File: src/rtl/wdg_pkg.sv
package wdg_pkg;

   localparam logic [7:0] WDG_CODE_RESTART = 8'h4E;
   localparam logic [7:0] WDG_CODE_STOP    = 8'hB1;

   typedef enum logic [1:0] {
      WDG_A_CTRL  = 2'd0,
      WDG_A_CODE  = 2'd1,
      WDG_A_STAT  = 2'd2,
      WDG_A_COUNT = 2'd3
   } wdg_addr_e;

   typedef struct packed {
      logic       en;
      logic       rst_mode;
      logic [1:0] tap;
   } wdg_ctrl_t;

endpackage

File: src/rtl/wdg_prescaler.sv
module wdg_prescaler #(
   parameter int FAST_BASE = 10,
   parameter int SLOW_BASE = 3,
   parameter int TAP_STEP  = 2,
   parameter int NUM_TAPS  = 4,
   parameter int SEL_W     = 2
) (
   input  logic             clk,
   input  logic             rst_n,
   input  logic             clr,
   input  logic             slow_sel,
   input  logic [SEL_W-1:0] tap_sel,
   output logic             tick
);

   localparam int MAX_BASE = (FAST_BASE > SLOW_BASE) ? FAST_BASE : SLOW_BASE;
   localparam int DIV_W    = MAX_BASE + TAP_STEP * (NUM_TAPS - 1);

   if (FAST_BASE < 1 || SLOW_BASE < 1) begin : g_bad_base
      $error("wdg_prescaler: tap bases must be at least 1");
   end
   if (DIV_W > 62) begin : g_bad_width
      $error("wdg_prescaler: divider wider than 62 bits");
   end
   if (NUM_TAPS > (1 << SEL_W)) begin : g_bad_sel
      $error("wdg_prescaler: tap select too narrow");
   end

   logic [DIV_W-1:0]    div_q;
   logic [NUM_TAPS-1:0] fast_hit;
   logic [NUM_TAPS-1:0] slow_hit;

   for (genvar g = 0; g < NUM_TAPS; g++) begin : g_tap
      localparam int               FE = FAST_BASE + TAP_STEP * g;
      localparam int               SE = SLOW_BASE + TAP_STEP * g;
      localparam logic [DIV_W-1:0] FM = DIV_W'((64'd1 << FE) - 64'd1);
      localparam logic [DIV_W-1:0] SM = DIV_W'((64'd1 << SE) - 64'd1);
      assign fast_hit[g] = ((div_q & FM) == FM);
      assign slow_hit[g] = ((div_q & SM) == SM);
   end

   always_comb begin
      tick = 1'b0;
      for (int i = 0; i < NUM_TAPS; i++) begin
         if (SEL_W'(i) == tap_sel) begin
            tick = slow_sel ? slow_hit[i] : fast_hit[i];
         end
      end
   end

   always_ff @(posedge clk or negedge rst_n) begin
      if (!rst_n) begin
         div_q <= '0;
      end else if (clr) begin
         div_q <= '0;
      end else begin
         div_q <= div_q + 1'b1;
      end
   end

endmodule

File: src/rtl/wdg_code_decoder.sv
module wdg_code_decoder #(
   parameter logic [7:0] RESTART_CODE = wdg_pkg::WDG_CODE_RESTART,
   parameter logic [7:0] STOP_CODE    = wdg_pkg::WDG_CODE_STOP
) (
   input  logic       code_wr,
   input  logic [7:0] code,
   input  logic       en_bit,
   output logic       restart_hit,
   output logic       stop_hit
);

   if (RESTART_CODE == STOP_CODE) begin : g_bad_codes
      $error("wdg_code_decoder: restart and stop codes must differ");
   end

   always_comb begin
      restart_hit = code_wr && (code == RESTART_CODE);
      // stop only counts once the enable bit has been dropped beforehand
      stop_hit    = code_wr && (code == STOP_CODE) && !en_bit;
   end

endmodule

File: src/rtl/wdg_count_core.sv
module wdg_count_core #(
   parameter int CNT_W = 8
) (
   input  logic             clk,
   input  logic             rst_n,
   input  logic             clr,
   input  logic             tick,
   output logic [CNT_W-1:0] cnt_o,
   output logic             ovf_o
);

   if (CNT_W < 2) begin : g_bad_cnt
      $error("wdg_count_core: counter too narrow");
   end

   logic [CNT_W-1:0] cnt_q;

   assign cnt_o = cnt_q;
   assign ovf_o = tick && !clr && (&cnt_q);

   always_ff @(posedge clk or negedge rst_n) begin
      if (!rst_n) begin
         cnt_q <= '0;
      end else if (clr) begin
         cnt_q <= '0;
      end else if (tick) begin
         cnt_q <= cnt_q + 1'b1;
      end
   end

endmodule

File: src/rtl/wdog_guard.sv
module wdog_guard #(
   parameter int CNT_W     = 8,
   parameter int FAST_BASE = 10,
   parameter int SLOW_BASE = 3,
   parameter int TAP_STEP  = 2,
   parameter int NUM_TAPS  = 4
) (
   input  logic       clk,
   input  logic       rst_n,
   input  logic       slow_sel,
   input  logic       wr_en,
   input  logic [1:0] addr,
   input  logic [7:0] wdata,
   output logic [7:0] rdata,
   output logic       irq_o,
   output logic       rst_pulse_o
);
   import wdg_pkg::*;

   localparam int SEL_W = 2;

   if (CNT_W > 8) begin : g_bad_cnt_w
      $error("wdog_guard: counter must fit the 8-bit read port");
   end
   if (NUM_TAPS > 4 || NUM_TAPS < 1) begin : g_bad_taps
      $error("wdog_guard: tap field holds at most four taps");
   end

   wdg_ctrl_t        ctrl_q;
   logic             ctrl_en;
   logic             ctrl_rst_mode;
   logic             running_q;
   logic             ovf_flag_q;
   logic             irq_q;
   logic             rst_q;
   logic [7:0]       rdata_q;
   logic             wr_ctrl, wr_code, wr_stat;
   logic             restart_hit, stop_hit;
   logic             core_clr;
   logic             pre_tick;
   logic             run_tick;
   logic             ovf;
   logic [CNT_W-1:0] cnt_w;

   assign ctrl_en       = ctrl_q.en;
   assign ctrl_rst_mode = ctrl_q.rst_mode;

   assign wr_ctrl = wr_en && (addr == WDG_A_CTRL);
   assign wr_code = wr_en && (addr == WDG_A_CODE);
   assign wr_stat = wr_en && (addr == WDG_A_STAT);

   wdg_code_decoder u_dec (
      .code_wr     (wr_code),
      .code        (wdata),
      .en_bit      (ctrl_en),
      .restart_hit (restart_hit),
      .stop_hit    (stop_hit)
   );

   assign core_clr = restart_hit || !running_q;
   assign run_tick = pre_tick && running_q;

   wdg_prescaler #(
      .FAST_BASE (FAST_BASE),
      .SLOW_BASE (SLOW_BASE),
      .TAP_STEP  (TAP_STEP),
      .NUM_TAPS  (NUM_TAPS),
      .SEL_W     (SEL_W)
   ) u_pre (
      .clk      (clk),
      .rst_n    (rst_n),
      .clr      (core_clr),
      .slow_sel (slow_sel),
      .tap_sel  (ctrl_q.tap),
      .tick     (pre_tick)
   );

   wdg_count_core #(
      .CNT_W (CNT_W)
   ) u_cnt (
      .clk   (clk),
      .rst_n (rst_n),
      .clr   (core_clr),
      .tick  (run_tick),
      .cnt_o (cnt_w),
      .ovf_o (ovf)
   );

   always_ff @(posedge clk or negedge rst_n) begin
      if (!rst_n) begin
         ctrl_q.en       <= 1'b1;
         ctrl_q.rst_mode <= 1'b1;
         ctrl_q.tap      <= 2'(NUM_TAPS - 1);
      end else if (wr_ctrl) begin
         ctrl_q.en       <= wdata[7];
         ctrl_q.rst_mode <= wdata[4];
         ctrl_q.tap      <= wdata[1:0];
      end
   end

   always_ff @(posedge clk or negedge rst_n) begin
      if (!rst_n) begin
         running_q <= 1'b1;
      end else if (stop_hit) begin
         running_q <= 1'b0;
      end else if (wr_ctrl && wdata[7]) begin
         running_q <= 1'b1;
      end
   end

   always_ff @(posedge clk or negedge rst_n) begin
      if (!rst_n) begin
         ovf_flag_q <= 1'b0;
         irq_q      <= 1'b0;
         rst_q      <= 1'b0;
      end else begin
         rst_q <= ovf && ctrl_q.rst_mode;
         if (ovf) begin
            ovf_flag_q <= 1'b1;
         end else if (wr_stat && wdata[0]) begin
            ovf_flag_q <= 1'b0;
         end
         if (ovf && !ctrl_q.rst_mode) begin
            irq_q <= 1'b1;
         end else if (wr_stat && wdata[0]) begin
            irq_q <= 1'b0;
         end
      end
   end

   always_ff @(posedge clk or negedge rst_n) begin
      if (!rst_n) begin
         rdata_q <= '0;
      end else begin
         unique case (addr)
            WDG_A_CTRL:  rdata_q <= {ctrl_q.en, 2'b00, ctrl_q.rst_mode, 2'b00, ctrl_q.tap};
            WDG_A_CODE:  rdata_q <= 8'h00;
            WDG_A_STAT:  rdata_q <= {5'b0, running_q, irq_q, ovf_flag_q};
            WDG_A_COUNT: rdata_q <= 8'(cnt_w);
            default:     rdata_q <= 8'h00;
         endcase
      end
   end

   assign rdata       = rdata_q;
   assign irq_o       = irq_q;
   assign rst_pulse_o = rst_q;

endmodule

File: config.mk
export PLATFORM = sky130hd
export DESIGN_NAME = wdog_guard
export DESIGN_NICKNAME = d
export VERILOG_FILES = /design/src/rtl/wdg_pkg.sv /design/src/rtl/wdg_prescaler.sv /design/src/rtl/wdg_code_decoder.sv /design/src/rtl/wdg_count_core.sv /design/src/rtl/wdog_guard.sv
export SDC_FILE = /design/constraint.sdc
export NUM_CORES = 1
export LEC_CHECK = 0
export BUFFER_PORTS_ARGS = -buffer_cell sky130_fd_sc_hd__buf_2
export CORE_MARGIN = 2
export CORE_UTILIZATION = 52
export CTS_CLUSTER_DIAMETER = 30
export CTS_CLUSTER_SIZE = 14
export DETAILED_ROUTE_END_ITERATION = 6
export PLACE_DENSITY = 0.83
export SYNTH_ARGS = -nofsm -noshare
export SYNTH_HDL_FRONTEND = slang
export SYNTH_HIERARCHICAL = 1
export SYNTH_SLANG_ARGS = --single-unit
export TNS_END_PERCENT = 10
File: constraint.sdc
create_clock -name clk -period 2.15 [get_ports clk]
set_input_delay 0.215 -clock clk [delete_from_list [all_inputs] [get_ports clk]]
set_output_delay 0.215 -clock clk [all_outputs]
set_load 0.005 [all_outputs]
==> results.txt, run 1 <==
----------------------------------------------------
[Status]
  Result of the run ... complete, but fails checks
  Failing checks ... negative setup slack

[Clocking]
  Clk Tree Root Cell ... clkbuf_8
  TritonCTS clock tree ... yes
  Number of buffers created by CTS ... 5
  Buffer depth of the longest clock path ... 2
  CTS H-tree lvls ... 2
  # hold bufs at CTS ... 0
  Insertion delay to the later sink of the worst-skew pair ... 0.29 ns
  Clock-pin transition on the worst setup and hold timing paths ... ~0.080 ns
  Clock Sink Count ... 40

[Timing]
  Worst rel slew slack ... 41.0%
  Top achievable clock speed ... 457 MHz
  Final period demand of the worst path ... 2.19 ns
  Final worst path period share ... 102%
  Setup skew after layout ... between 0.007 and 0.008 ns
  Final setup viols ... 2
  Worst-case setup margin in the final layout ... -0.0366 ns
  Transition time of the tightest slew-check pin ... 0.885 ns
  Number of max-slew violations in the final report ... 0
  Setup repair after global routing missed its margin ... yes
  Setup TNS ... -0.0420 ns
  Number of hold violations in the final report ... 0
  Final hold slack ... approximately 0.032 ns

[Power]
  Relative contribution of sequential cells to total power ... roughly half
  Worst-case vdd ir drop ... ~0.63 mV
  Clk pwr share ... 29.4%
  Sw frac ... between 20% and 30%
  Lkg Pwr ... between 1 and 1.5 nW
  Sw Pwr ... 0.605 mW
  Cell-internal power ... 1.46 mW
  Power Density ... ~830 nW/µm²
  Combinational share of power ... 22.3%

[Worst setup path]
  Kind of launch point of the worst setup path ... flop
  Endpoint of the lowest-slack register-to-register path ... u_cnt/cnt_o[2]$_DFFE_PN0P_
  Top delay family on crit path ... flip-flops
  Worst path max stage delay ... 0.42 ns
  Endpoint class of the critical path ... flop
  Total buffers and inverters traversed by the critical path ... 2
  Number of cells traversed by the worst register-to-register path ... 11
  CP arrival ... 2.37 ns
  Slowest stage cell on the critical path ... dfrtp_1
  R2R Path Start ... u_pre/div_q[1]$_DFF_PN0_
  Worst-path maximum fanout ... 4
  Required @ worst endpoint ... 2.34 ns
  Worst reg2reg setup slack ... -0.04 ns
  Cell-by-cell trace of the critical path ... ha_4, buf_4, ha_2, mux2_2, o21a_1, a32o_1, and2_4, buf_6, nand2_2, xor2_1, nor2_1
  Critical path start-end classification ... flop to flop

[Floorplanning]
  Horiz. Die Dim ... ~67 µm
  Area enclosed by the die boundary ... 4450 µm²
  Row count ... 22
  Top-Level Pins ... 24
  Core Footprint ... 3720 µm²
  Height of the die ... 66.7 µm
  Initial core utilization ... 55.1%

[Final layout]
  Inserted Diodes ... 0
  Core utilization of the finished layout ... 66.9%
  Share of final-layout standard cells stronger than drive strength 1 ... 40.3%
  Area Overhead vs Synth ... 21.6%
  Total Nets Final ... around 240

[Global routing]
  Vias in the first global route ... 1491
  Wire length of the first global-routing pass ... between 6000 and 7000 µm
  Remaining global-route overflow ... 0
  Largest net degree at the start of global routing ... 41
  Global-route usage over all layers ... roughly a fifth
  Antenna violations before repair ... 0

[Synth]
  Fraction of the mapped netlist area in compound gates ... under 10%
  Cell type with the highest aggregate area in the netlist ... dfrtp_1
  Post-synth cell types ... 48
  Simple-Gate Fraction of Synth Area ... 25.3%
  Post-synth top flop ... dfrtp_1
  Leading post-synthesis cells by cell area ... dfrtp_1 (43%), dfstp_2 (6.4%), mux2_2 (5.5%), nor2b_1 (3.4%), ha_1 (3.1%)
  Number of synthesized flops with an enable pin ... 0
  Flip-flop and latch count after synthesis ... 40
  Xor-xnor portion of the synthesized cell area ... 2.14%
  Cell with the most instances after synthesis ... dfrtp_1
  Count of warnings emitted by yosys ... 6
  Synth Cell Area ... 2050 µm²
  Cells after synthesis ... 185
  Fraction of synthesized area in multiplexers ... ~8.0%
  Net count of the mapped netlist ... 204
  Average cell area after synthesis ... 11.1 µm²
  Most instantiated cells after synthesis ... dfrtp_1 (35), nor2_1 (13), nor2b_1 (11)
  Adder-cell share of the synthesized area ... 3.06%
  Area share of the largest cell type after synthesis ... between 40% and 50%
  Proportion of register bits with asynchronous set or reset after synthesis ... 100%
  Largest family of logic cells by synthesized area ... simple AND/OR/NAND/NOR gates
  Sequential area share after synthesis ... about half

[Placement]
  Total half-perimeter wirelength after legalization and detailed placement ... 2960 µm
  Post-Place Worst Slack ... -0.122 ns
  Routability congestion estimate from global placement ... 0.838
  Quantity of I/O buffers inserted on ports ... 23

[Detailed routing]
  Sum of routed wire length over all layers ... around 4300 µm
  Total via count in the routed design ... 1550
  Detailed-routing iteration count for the pre-antenna-repair pass ... 4
  Vias per Instance ... 5.76
  Routed len/inst ... 15.8 µm
  Iteration-0 DRC Markers ... 104
  # DRC ... 0
  Antenna-violating nets left ... 0

[Worst hold path]
  Hold crit path type ... input pin to async pin

[Job]
  Max-cap violation count ... 0

----------------------------------------------------
-- power by group through the flow --
stage          Sequential (mW)  Combinational, mW  Clock, mW
2_1_floorplan            0.980              0.240          0
3_3_place_gp             0.992              0.383          0
3_5_place_dp             0.995              0.415          0
4_1_cts                  0.983              0.430      0.613
5_1_grt                   1.01              0.514      0.650
6_report                 0.996              0.461      0.607
-- state kept, by name (all words and copies together), names as in the netlist --
register       count
rdata              8
u_cnt/cnt_o        8
running_q          1
irq_o              1
ovf_flag_q         1
ctrl_rst_mode      1
ctrl_en            1
u_pre/div_q       16
rst_pulse_o        1
ctrl_q             2
-- what timing repair did --
item,in CTS,in global routing
pin swaps,5,10
resized for setup,6,12
hold endpoints to repair,0,0
setup endpoints to repair,11,11
buffers inserted,1,1
-- area by class of cell --
type	count	area, µm²
inverters	6	22.5
flip-flops and latches	40	1010
fillers	306	1230
clock buffers	6	72.6
well taps	48	60.1
repair buffers	35	221
clock inverters	2	35.0
multi-input cells	132	1070
-- layer usage --
layer	wire (µm)	GRT usage, %
met1	1860	27.0
met5	0	0
met3	127	6.08
met2	2120	33.8
met4	144	9.95
-- logic make-up (layout without fill, tap and decap cells) --
group | after synthesis | after routing
muxes | 14 | 14
and+or+nand+nor | 79 | 79
DFF | 40 | 40
xor gates and xnor gates | 5 | 5
adders and majority gates | 5 | 5
buffers and inverters | 13 | 49
AOI/OAI and AO/OA | 29 | 29
-- worst max-delay path by stage --
stage                     cells after the start                    endpoint  slack (ns)                     start
after floorplan                              12           irq_o$_DFFE_PN0P_       -0.03  u_pre/div_q[0]$_DFF_PN0_
after global placement                       12  u_cnt/cnt_o[2]$_DFFE_PN0P_       -0.05  u_pre/div_q[1]$_DFF_PN0_
after detailed placement                     12  u_cnt/cnt_o[2]$_DFFE_PN0P_       -0.12  u_pre/div_q[1]$_DFF_PN0_
after CTS                                    12  u_cnt/cnt_o[2]$_DFFE_PN0P_       -0.05  u_pre/div_q[0]$_DFF_PN0_
after global routing                         11  u_cnt/cnt_o[7]$_DFFE_PN0P_       -0.13  u_pre/div_q[0]$_DFF_PN0_
final                                        11  u_cnt/cnt_o[2]$_DFFE_PN0P_       -0.04  u_pre/div_q[1]$_DFF_PN0_
-- metrics by stage --
step | power (mW) | instance area (µm²) | std cells
global route | 2.17 | 2490 | 269
floorplan | 1.22 | 2080 | 185
detailed placement | 1.41 | 2290 | 259
finish | 2.06 | 2490 | 269
global placement | 1.37 | 2290 | 259
CTS | 2.03 | 2430 | 268
-- cells in the final DEF (no fill, tap or decap), drive strengths merged, types with 2 or more instances in the layout --
cell | Yosys | routed
nor2b | 11 | 11
and2 | 3 | 3
nand4b | 2 | 2
mux2i | 2 | 2
or3 | 6 | 6
dfstp | 5 | 5
nand3 | 8 | 8
a22o | 6 | 6
buf | 4 | 35
xor2 | 4 | 4
nand4 | 7 | 7
mux2 | 12 | 12
o31ai | 2 | 2
dfrtp | 35 | 35
clkbuf | 3 | 6
o21ai | 7 | 7
ha | 5 | 5
nand2 | 7 | 7
nor4 | 7 | 7
or4 | 2 | 2
nor2 | 13 | 13
and3 | 3 | 3
inv | 6 | 6
nor3 | 2 | 2
a21oi | 9 | 9
Power figures use the tool's default switching activity.
==> inputs of run 2 (changes only) <==
--- a/config.mk
+++ b/config.mk
@@ -7,13 +7,12 @@
 export LEC_CHECK = 0
 export BUFFER_PORTS_ARGS = -buffer_cell sky130_fd_sc_hd__buf_2
 export CORE_MARGIN = 2
-export CORE_UTILIZATION = 52
+export CORE_UTILIZATION = 51
 export CTS_CLUSTER_DIAMETER = 30
 export CTS_CLUSTER_SIZE = 14
 export DETAILED_ROUTE_END_ITERATION = 6
-export PLACE_DENSITY = 0.83
+export PLACE_DENSITY = 0.82
 export SYNTH_ARGS = -nofsm -noshare
 export SYNTH_HDL_FRONTEND = slang
-export SYNTH_HIERARCHICAL = 1
 export SYNTH_SLANG_ARGS = --single-unit
 export TNS_END_PERCENT = 10
==> run 2 against run 1 <==
Net effect: clock power down 1%; total power down 3.7%; sequential share of layout area up 2.1 points; global-route usage down 0.85 points; non-clock buffer count up 2; design area down 5.1%; core utilization down 1.5 points; synthesized cell count down 2.7%; routed wire length down 8.1%; the flow still finishes with violations (negative setup slack); die area down 5.3%.
==> results.txt, run 2 <==
----------------------------------------------------
[Final layout]
  Non-filler instance count after layout ... 268 (was 269)
  Max FFs per register ... 16 (unchanged)
  Area Overhead vs Synth ... 24.6% (was 21.6%)
  Inserted Diodes ... 0 (unchanged)
  Number of fillers in the final layout ... 265 (was 306)
  Total Nets Final ... 238 (was 239)
  Share of final-layout standard cells stronger than drive strength 1 ... 31.4% (was 40.3%)
  Commonest non-fill, non-tap cells in the layout ... dfrtp_1 (35), buf_2 (23), nor2_1 (17) (was dfrtp_1 (34), buf_2 (23), nor2_1 (13))
  Final cell area excluding filler cells ... 2360 µm² (was 2490 µm²)
  Most common cell after layout, fill and taps aside ... dfrtp_1 (unchanged)
  Top register by number of flip-flops ... u_pre.div_q (was u_pre/div_q)

[Timing]
  Setup skew after layout ... 0.00397 ns (was 0.00715 ns)
  Worst-case setup margin in the final layout ... -0.0917 ns (was -0.0366 ns)
  Top achievable clock speed ... 446 MHz (was 457 MHz)
  Transition time of the tightest slew-check pin ... 0.871 ns (was 0.885 ns)
  Final setup viols ... 7 (was 2)
  Number of max-slew violations in the final report ... 0 (unchanged)
  Setup TNS ... -0.523 ns (was -0.0420 ns)
  Final worst path period share ... 104% (was 102%)
  Final period demand of the worst path ... 2.24 ns (was 2.19 ns)
  Number of hold violations in the final report ... 0 (unchanged)
  Setup repair after global routing missed its margin ... yes (unchanged)
  Worst rel slew slack ... 42.0% (was 41.0%)

[Synth]
  Number of synthesized flops with an enable pin ... 0 (unchanged)
  Most instantiated cells after synthesis ... dfrtp_1 (35), nor2_1 (18), nand3_1 (12) (was dfrtp_1 (35), nor2_1 (13), nor2b_1 (11))
  Sequential area share after synthesis ... 53.2% (was 49.2%)
  Cell type with the highest aggregate area in the netlist ... dfrtp_1 (unchanged)
  Post-synth top flop ... dfrtp_1 (unchanged)
  Flip-flop and latch count after synthesis ... 40 (unchanged)
  Average cell area after synthesis ... 10.5 µm² (was 11.1 µm²)
  Synth Cell Area ... 1890 µm² (was 2050 µm²)
  Cell with the most instances after synthesis ... dfrtp_1 (unchanged)
  Count of warnings emitted by yosys ... 0 (was 6)
  Leading post-synthesis cells by cell area ... dfrtp_1 (46%), dfstp_2 (6.9%), xor2_1 (3.7%), nor2_1 (3.6%), ha_1 (3.3%) (was dfrtp_1 (43%), dfstp_2 (6.4%), mux2_2 (5.5%), nor2b_1 (3.4%), ha_1 (3.1%))
  Cells after synthesis ... 180 (was 185)
  Net count of the mapped netlist ... 199 (was 204)
  Proportion of register bits with asynchronous set or reset after synthesis ... 100% (unchanged)
  Area share of the largest cell type after synthesis ... 46.2% (was 42.8%)
  Post-synth cell types ... 41 (was 48)

[Detailed routing]
  Sum of routed wire length over all layers ... 3910 µm (was 4250 µm)
  Antenna-violating nets left ... 0 (unchanged)
  Routed len/inst ... 14.6 µm (was 15.8 µm)
  Vias per Instance ... 5.57 (was 5.76)
  Iteration-0 DRC Markers ... 89 (was 104)
  Detailed-routing iteration count for the pre-antenna-repair pass ... 4 (unchanged)
  Total via count in the routed design ... 1492 (was 1550)
  # DRC ... 0 (unchanged)

[Clocking]
  # hold bufs at CTS ... 0 (unchanged)
  Clock Sink Count ... 40 (unchanged)
  Clk Tree Root Cell ... clkbuf_8 (unchanged)
  CTS H-tree lvls ... 2 (unchanged)
  Number of buffers created by CTS ... 5 (unchanged)
  TritonCTS clock tree ... yes (unchanged)
  Clock-pin transition on the worst setup and hold timing paths ... 0.08 ns (about the same)
  Buffer depth of the longest clock path ... 2 (unchanged)
  Insertion delay to the later sink of the worst-skew pair ... 0.29 ns (about the same)

[Worst setup path]
  Total buffers and inverters traversed by the critical path ... 1 (was 2)
  Endpoint of the lowest-slack register-to-register path ... u_cnt.cnt_o[7]$_DFFE_PN0P_ (was u_cnt/cnt_o[2]$_DFFE_PN0P_)
  CP arrival ... 2.47 ns (was 2.37 ns)
  Critical path start-end classification ... flop to flop (unchanged)
  Number of cells traversed by the worst register-to-register path ... 11 (unchanged)
  Top delay family on crit path ... simple AND/OR/NAND/NOR gates (was flip-flops)
  Number of stages on the worst setup path ... 11 (unchanged)
  Worst path max stage delay ... 0.49 ns (was 0.42 ns)
  Cell-by-cell trace of the critical path ... ha_2, nand3_2, inv_2, nand3_2, nor2_2, ha_2, mux2_4, o21ai_2, o32a_4, or4b_4, a21oi_2 (was ha_4, buf_4, ha_2, mux2_2, o21a_1, a32o_1, and2_4, buf_6, nand2_2, xor2_1, nor2_1)
  Kind of launch point of the worst setup path ... flop (unchanged)
  Required @ worst endpoint ... 2.38 ns (was 2.34 ns)
  Slowest stage cell on the critical path ... or4b_4 (was dfrtp_1)
  Endpoint class of the critical path ... flop (unchanged)
  Crit path from ... u_pre.div_q[0]$_DFF_PN0_ (was u_pre/div_q[1]$_DFF_PN0_)
  Worst reg2reg setup slack ... -0.09 ns (was -0.04 ns)
  Worst-path maximum fanout ... 8 (was 4)
  R2R Path Start ... u_pre.div_q[0]$_DFF_PN0_ (was u_pre/div_q[1]$_DFF_PN0_)

[Floorplanning]
  Initial core utilization ... 52.5% (was 55.1%)
  Top-Level Pins ... 24 (unchanged)
  Horiz. Die Dim ... 64.9 µm (was 66.7 µm)
  Row count ... 22 (unchanged)
  Area enclosed by the die boundary ... 4220 µm² (was 4450 µm²)
  Height of the die ... 64.9 µm (was 66.7 µm)
  Core Footprint ... 3610 µm² (was 3720 µm²)

[Power]
  Worst-case vdd ir drop ... 0.589 mV (was 0.629 mV)
  Lkg Pwr ... 1.12 nW (was 1.14 nW)
  Power Density ... 842 nW/µm² (was 830 nW/µm²)

[Placement]
  Routability congestion estimate from global placement ... 0.828 (was 0.838)
  Quantity of I/O buffers inserted on ports ... 23 (unchanged)
  Total placed instance area ... 2150 µm² (was 2290 µm²)
  Number of cells in the design after placement ... 256 (was 259)
  Total half-perimeter wirelength after legalization and detailed placement ... 2590 µm (was 2960 µm)

[Job]
  Max-cap violation count ... 0 (unchanged)

[Worst hold path]
  Hold crit path type ... input pin to async pin (unchanged)

[Status]
  Failing checks ... negative setup slack (unchanged)
  Result of the run ... complete, but fails checks (unchanged)

[Global routing]
  Wire length of the first global-routing pass ... 6480 µm (was 6890 µm)
  Antenna violations before repair ... 0 (unchanged)
  Global-route usage over all layers ... 20.5% (was 21.3%)
  Remaining global-route overflow ... 0 (unchanged)
  Largest net degree at the start of global routing ... 41 (unchanged)
  Vias in the first global route ... 1384 (was 1491)

----------------------------------------------------
run 2: timing repair:
action                     in CTS  in global routing
setup buffers                   0                  3
resized for setup               4                 11
cloned                          0                  1
setup endpoints to repair       9                 11
pin swaps                       9                  4
run 2: logic make-up after synthesis:
kind of cell | share of synthesized area (%)
and+or+nand+nor | 21.3
DFF | 53.2
AOI/OAI and AO/OA | 11.3
buffers and inverters | 2.44
xor gates and xnor gates | 5.09
muxes | 3.43
adders and majority gates | 3.30
run 2: layer usage:
layer / vias to the layer above / track usage [%] / part of all wire, % / wire, µm
li1: 724 / - / - / -
met1: 731 / 28.5 / 49 / 1900
met2: 31 / 30.8 / 47 / 1840
met3: 6 / 3.65 / 2.7 / 107
met4: 0 / 10.4 / 1.8 / 69
met5: - / 0 / 0 / 0
run 2: layout make-up:
type / instances / area [µm²] / area share [%]
repair buffers: 37 / 263 / 11.1
multi-input cells: 128 / 896 / 38.0
inverters: 7 / 26.3 / 1.11
well taps: 48 / 60.1 / 2.55
clock inverters: 2 / 35.0 / 1.48
clock buffers: 6 / 72.6 / 3.08
flip-flops and latches: 40 / 1010 / 42.7
run 2: worst max path at each step:
| stage | slack [ns] | endpoint |
|---|---|---|
| 3_3_place_gp | 0.02 | u_cnt.cnt_o[5]$_DFFE_PN0P_ |
| 5_1_grt | -0.19 | u_cnt.cnt_o[7]$_DFFE_PN0P_ |
| 6_report | -0.09 | u_cnt.cnt_o[7]$_DFFE_PN0P_ |
| 2_1_floorplan | 0.01 | irq_o$_DFFE_PN0P_ |
| 4_1_cts | -0.04 | u_cnt.cnt_o[7]$_DFFE_PN0P_ |
| 3_5_place_dp | -0.07 | u_cnt.cnt_o[5]$_DFFE_PN0P_ |
run 2: power by group:
part | switching (mW) | leakage (nW) | total [mW] | internal, mW
Clock | 0.255 | 0.0552 | 0.599 | 0.344
Sequential | 0.113 | 0.527 | 0.979 | 0.866
Combinational | 0.193 | 0.541 | 0.410 | 0.217
run 2: metrics by stage:
step / setup WS (ns) / hold WS [ns] / total power [mW] / util [%]
after floorplan: 0.0120 / -0.0806 / 1.18 / -
after global placement: 0.0178 / 0.367 / 1.32 / 59.6
after detailed placement: -0.0746 / 0.370 / 1.33 / 59.6
after CTS: -0.0401 / 0.0588 / 1.94 / 62.9
after global routing: -0.186 / 0.0919 / 2.11 / 65.4
final: -0.0917 / 0.0317 / 1.99 / 65.4
